$ cat src/rtl/tix_pkg.sv
package tix_pkg;
   // Number of names per requester pool: one more than the worst-case
   // count of own tickets that can be unusable at the same time.
   function automatic int pool_names(input int n);
      return 2 * n * n - n + 1;
   endfunction

   function automatic int max_obs(input int n);
      return 2 * n * n - n;
   endfunction
endpackage

$ cat src/rtl/tix_discredit_map.sv
module tix_discredit_map #(
   parameter int POOL = 16,
   parameter int NOBS = 15,
   parameter int TW   = 4
) (
   input  logic [NOBS*TW-1:0] obs_tix_i,
   input  logic [NOBS-1:0]    obs_vld_i,
   output logic [POOL-1:0]    used_o
);
   for (genvar p = 0; p < POOL; p++) begin : g_name
      logic [NOBS-1:0] hit;
      for (genvar k = 0; k < NOBS; k++) begin : g_slot
         assign hit[k] = obs_vld_i[k] && (obs_tix_i[k*TW +: TW] == TW'(p));
      end
      assign used_o[p] = |hit;
   end
endmodule

$ cat src/rtl/tix_free_pick.sv
module tix_free_pick #(
   parameter int POOL = 16,
   parameter int TW   = 4
) (
   input  logic [POOL-1:0] used_i,
   output logic [TW-1:0]   pick_o
);
   always_comb begin
      pick_o = '0;
      for (int p = POOL - 1; p >= 0; p--) begin
         if (!used_i[p]) pick_o = TW'(p);
      end
   end
endmodule

$ cat src/rtl/view_sink_sel.sv
module view_sink_sel #(
   parameter int N_REQ   = 3,
   parameter int OWN_IDX = 0,
   parameter int TW      = 4,
   parameter int IW      = 2
) (
   input  logic [N_REQ*N_REQ*TW-1:0] views_i,
   output logic [IW-1:0]             idx_o,
   output logic                      err_o
);
   logic [N_REQ-1:0] qual;

   for (genvar m = 0; m < N_REQ; m++) begin : g_cand
      logic [N_REQ-1:0] differs;
      for (genvar j = 0; j < N_REQ; j++) begin : g_other
         if (j == m) begin : g_self
            assign differs[j] = 1'b1;
         end else begin : g_cmp
            assign differs[j] = views_i[(j*N_REQ+m)*TW +: TW]
                             != views_i[(m*N_REQ+m)*TW +: TW];
         end
      end
      assign qual[m] = &differs;
   end

   always_comb begin
      idx_o = IW'(OWN_IDX);
      err_o = 1'b1;
      for (int m = 0; m < N_REQ; m++) begin
         if (qual[m]) begin
            idx_o = IW'(m);
            err_o = 1'b0;
         end
      end
   end
endmodule

$ cat src/rtl/bounded_tix_alloc.sv
module bounded_tix_alloc #(
   parameter int N_REQ   = 3,
   parameter int OWN_IDX = 1,
   parameter int POOL    = tix_pkg::pool_names(N_REQ),
   parameter int NOBS    = tix_pkg::max_obs(N_REQ),
   parameter int TW      = $clog2(POOL),
   parameter int IW      = $clog2(N_REQ)
) (
   input  logic                      clk_i,
   input  logic                      rst_ni,
   input  logic                      wr_req_i,
   input  logic [NOBS*TW-1:0]        obs_tix_i,
   input  logic [NOBS-1:0]           obs_vld_i,
   input  logic                      rd_req_i,
   input  logic [N_REQ*N_REQ*TW-1:0] views_i,
   output logic                      wr_vld_o,
   output logic [TW-1:0]             new_tix_o,
   output logic [N_REQ*TW-1:0]       new_view_o,
   output logic                      rd_vld_o,
   output logic [IW-1:0]             sel_idx_o,
   output logic                      sel_err_o
);
   localparam int VIEW_W = N_REQ * TW;

   if (N_REQ < 2) begin : g_bad_n
      $error("N_REQ must be at least 2");
   end
   if (OWN_IDX >= N_REQ) begin : g_bad_own
      $error("OWN_IDX must be below N_REQ");
   end
   if (NOBS >= POOL) begin : g_bad_pool
      $error("pool must exceed the observation count");
   end
   if ((1 << TW) < POOL) begin : g_bad_tw
      $error("TW too narrow for the pool");
   end

   logic [POOL-1:0]   used;
   logic [TW-1:0]     pick;
   logic [VIEW_W-1:0] comp_view;
   logic [IW-1:0]     sink_idx;
   logic              sink_err;

   tix_discredit_map #(.POOL(POOL), .NOBS(NOBS), .TW(TW)) i_map (
      .obs_tix_i (obs_tix_i),
      .obs_vld_i (obs_vld_i),
      .used_o    (used)
   );

   tix_free_pick #(.POOL(POOL), .TW(TW)) i_pick (
      .used_i (used),
      .pick_o (pick)
   );

   view_sink_sel #(.N_REQ(N_REQ), .OWN_IDX(OWN_IDX), .TW(TW), .IW(IW)) i_sink (
      .views_i (views_i),
      .idx_o   (sink_idx),
      .err_o   (sink_err)
   );

   for (genvar k = 0; k < N_REQ; k++) begin : g_compose
      if (k == OWN_IDX) begin : g_own
         assign comp_view[k*TW +: TW] = pick;
      end else begin : g_copy
         assign comp_view[k*TW +: TW] = views_i[(k*N_REQ+k)*TW +: TW];
      end
   end

   always_ff @(posedge clk_i or negedge rst_ni) begin
      if (!rst_ni) begin
         wr_vld_o   <= 1'b0;
         new_tix_o  <= '0;
         new_view_o <= '0;
      end else begin
         wr_vld_o <= wr_req_i;
         if (wr_req_i) begin
            new_tix_o  <= pick;
            new_view_o <= comp_view;
         end
      end
   end

   always_ff @(posedge clk_i or negedge rst_ni) begin
      if (!rst_ni) begin
         rd_vld_o  <= 1'b0;
         sel_idx_o <= '0;
         sel_err_o <= 1'b0;
      end else begin
         rd_vld_o <= rd_req_i;
         if (rd_req_i) begin
            sel_idx_o <= sink_idx;
            sel_err_o <= sink_err;
         end
      end
   end
endmodule

$ cat config.mk
export PLATFORM = sky130hd
export DESIGN_NAME = bounded_tix_alloc
export DESIGN_NICKNAME = d
export VERILOG_FILES = /design/src/rtl/tix_pkg.sv /design/src/rtl/tix_discredit_map.sv /design/src/rtl/tix_free_pick.sv /design/src/rtl/view_sink_sel.sv /design/src/rtl/bounded_tix_alloc.sv
export SDC_FILE = /design/constraint.sdc
export NUM_CORES = 1
export LEC_CHECK = 0
export ABC_AREA = 1
export BUFFER_PORTS_ARGS = -buffer_cell sky130_fd_sc_hd__buf_2
export CORE_MARGIN = 5
export CORE_UTILIZATION = 55
export DETAILED_ROUTE_END_ITERATION = 6
export GPL_ROUTABILITY_DRIVEN = 0
export HOLD_SLACK_MARGIN = 0.15
export PLACE_DENSITY = 0.95
export SLEW_MARGIN = 15
export SYNTH_ARGS = -nofsm -noshare
export SYNTH_HDL_FRONTEND = slang
export SYNTH_SLANG_ARGS = --single-unit
$ cat constraint.sdc
create_clock -name clk_i -period 2.25 [get_ports clk_i]
set_clock_uncertainty 0.15 [all_clocks]
set_input_delay 0.225 -clock clk_i [delete_from_list [all_inputs] [get_ports clk_i]]
set_output_delay 0.225 -clock clk_i [all_outputs]
set_load 0.005 [all_outputs]
==> metrics <==
crit start category=primary input; first-pass GRT wire length=roughly 24000 um; DR pass1 iterations=7; Clock Path Buffers=2; Crit Path Max Fanout=5; violated checks=design-rule violations; layout cell share with drive strength beyond 1=a little over a fifth; Max IR drop VDD=0.000389 V; Min-Delay Path Class=primary input to async pin; Synth top area share=between 10% and 20%; Distinct cells, synth=43; CP Cell Sequence=buf_2 > inv_1 > nand2_1 > inv_1 > nand3_1 > o211ai_1 > nor4_1 > and3_1 > inv_1 > nand2_1 > o21bai_1 > nand2_1 > nor2_1 > o21bai_1 > nand2_1; Tcrit/Tclk final=between 80% and 90%; Layout Cells excl Fill=913; CTS clk-pin slew, worst paths=70 ps; number of synthesized flops with an enable pin=0; Sink Count=17; total global-route track usage=34.5%; sw frac=45.5%; Slew Limit Fails=0; Int Power=roughly 0.73 mW; delay-heaviest family, CP=simple AND/OR/NAND/NOR gates; Rows=29; Avg Cell Area, Syn=about 5.3 sq um; CORE AREA=between 6000 and 7000 sq um; Place WS=~190 ps; post-cts resize count=0; Period minus WS final=1910 ps; Filler cells=539; crit path capture type=flop; Worst path most repeated cell=nand2_1; clock group share of total power=approximately 18%; Starting DRT DRC Count=just over 900; CTS tree=done; outcome=finished with violations; CP Class=primary input to flop; starting density of the core=around 57%; synthesized flop and latch total=17; Arr. time, crit path=just under 2000 ps; DR vias=5608; Crit-path slowest cell=nor4_1; Net Sw Power=a little over 0.6 mW; Max Cap Violations=0; Pwr Density=just under 300 nW/um^2; leakage=around 2.5 nW; top post-synthesis cells by count=nand2_1 (174), nor2_1 (147), inv_1 (112); Via-to-Cell Ratio=slightly above 6; Post-Syn Area=roughly 3600 sq um; DR WL met2=about 7000 um; yosys synthesis warning count=0; Synth area leaders=nand2_1 (18%), nor2_1 (15%), dfrtp_1 (12%); Fin. Hold Viols=0; Post-Syn Nets=a little over 800; die width=91.2 um; setup tns final=0 ps; worst setup margin=about 340 ps; hpwl dp=around 12000 um; final setup vio count=0; total power=between 1 and 1.5 mW; M1 WL=between 5000 and 6000 um; Top Metal Used=met4; Avg WL per Cell=~17 um; Worst slew margin=63.2%; root buf cell=clkbuf_8; largest net degree at the start of global routing=18; die height=91.2 um; Least-Margin Pin Slew=approximately 550 ps; global route total overflow=0; dominant synthesized flop cell=dfrtp_1; vias in the first global route=around 5300; metal3 WL=about 2300 um; # H-tree levels=1; antenna violations before repair=0; die area=around 8300 sq um; Post-Synthesis Cells=690; ANT nets after route=0; DRC Markers=153; CTS Buf Count=3; post-synth top area cell=nand2_1; post-layout util=about 70%; Slowest Stage Delay on Critical Path=about 360 ps; Routed Wire Length=around 15000 um; Seq. cell area=425 sq um; area occupied by multi-input gates=~2700 sq um; later-pin clock latency in the skew report=between 200 and 300 ps; PortBufs=around 140; ys async rst share=between 90% and 100%; antenna cells=0; number of I/O pins=~140; RSZ-0062 raised after global routing=no; number of buffers and inverters on the critical path=4; postcts setup bufs=0; top-count cell post-synth=nand2_1; Final #Nets=about 950; DP Cell Count=roughly 900; Logic pwr share=a little under three fifths; post-synthesis sequential area ratio=between 10% and 20%; synth-to-layout area growth=24.8%; Req. time, crit path=2300 ps; Sequential Power Share=about a quarter; hold_buf cts=11; Achievable Freq=approximately 0.52 GHz
-- power groups by stage --
stage / clock network, mW / logic [mW] / registers [mW]
floorplan: 0 / 0.392 / 0.352
global placement: 0 / 0.667 / 0.349
detailed placement: 0 / 0.697 / 0.351
CTS: 0.229 / 0.716 / 0.346
global route: 0.244 / 0.817 / 0.351
finish: 0.235 / 0.756 / 0.348
-- logic make-up after synthesis --
family,Yosys count,share of synthesized area (%)
AO/OA/AOI/OAI,75,15.1
XOR/XNOR,24,5.80
buffers and inverters,137,14.8
flip-flops,17,11.7
AND/OR/NAND/NOR,437,52.6
-- cells in the final DEF, fill, tap and decap left out, types with 5 or more instances in the layout --
cell type,instances
xor2_1,14
nand3_1,46
xnor2_1,10
dfrtp_1,17
nand2_1,174
nor4_1,11
o22ai_1,18
buf_2,135
nor3_2,7
nor2_1,147
inv_2,19
inv_1,112
nand4_1,14
a22o_1,10
dlygate4sd3_1,11
o21ai_0,6
a21oi_1,5
a31oi_1,6
nor3_1,23
a221oi_1,5
-- metal layers --
| layer | GRT usage [%] | vias to the layer above |
|---|---|---|
| li1 | - | 2534 |
| met1 | 39.3 | 2397 |
| met2 | 57.1 | 526 |
| met3 | 8.84 | 151 |
| met4 | 22.2 | 0 |
| met5 | 0 | - |
-- area by class of cell --
type | count | area share, %
clock buffer | 3 | 0.913
clock inverter | 1 | 0.111
inverter | 131 | 10.9
multi-input combinational | 536 | 58.9
sequential | 17 | 9.40
tap | 77 | 2.13
timing repair buffer | 148 | 17.7
-- metrics by stage --
step	hold WS (ps)	cell area, sq um
floorplan	-221	3630
global placement	1.14	4370
detailed placement	12.4	4370
CTS	286	4520
global route	321	4520
finish	277	4520
-- registers in the layout, indices dropped and copies added, names as in the netlist --
register and flops:
sel_idx_o 2, new_view_o 9, sel_err_o 1, new_tix_o 3, wr_vld_o 1, rd_vld_o 1
-- worst paths after layout --
| path | start | end | slack, ps | cells after the start |
|---|---|---|---|---|
| max | obs_tix_i[8] | new_tix_o[1] | 340 | 15 |
| min | rst_ni | sel_err_o | 280 | 2 |
| max reg2reg | new_tix_o[2] | new_tix_o[2] | 1360 | 1 |
| min reg2reg | new_view_o[2] | new_view_o[2] | 340 | 2 |
| max in group asynchronous | rst_ni | new_view_o[8] | 1390 | 2 |
| min in group clk_i | new_view_o[2] | new_view_o[2] | 340 | 2 |
(Power assumes the default switching activity.)
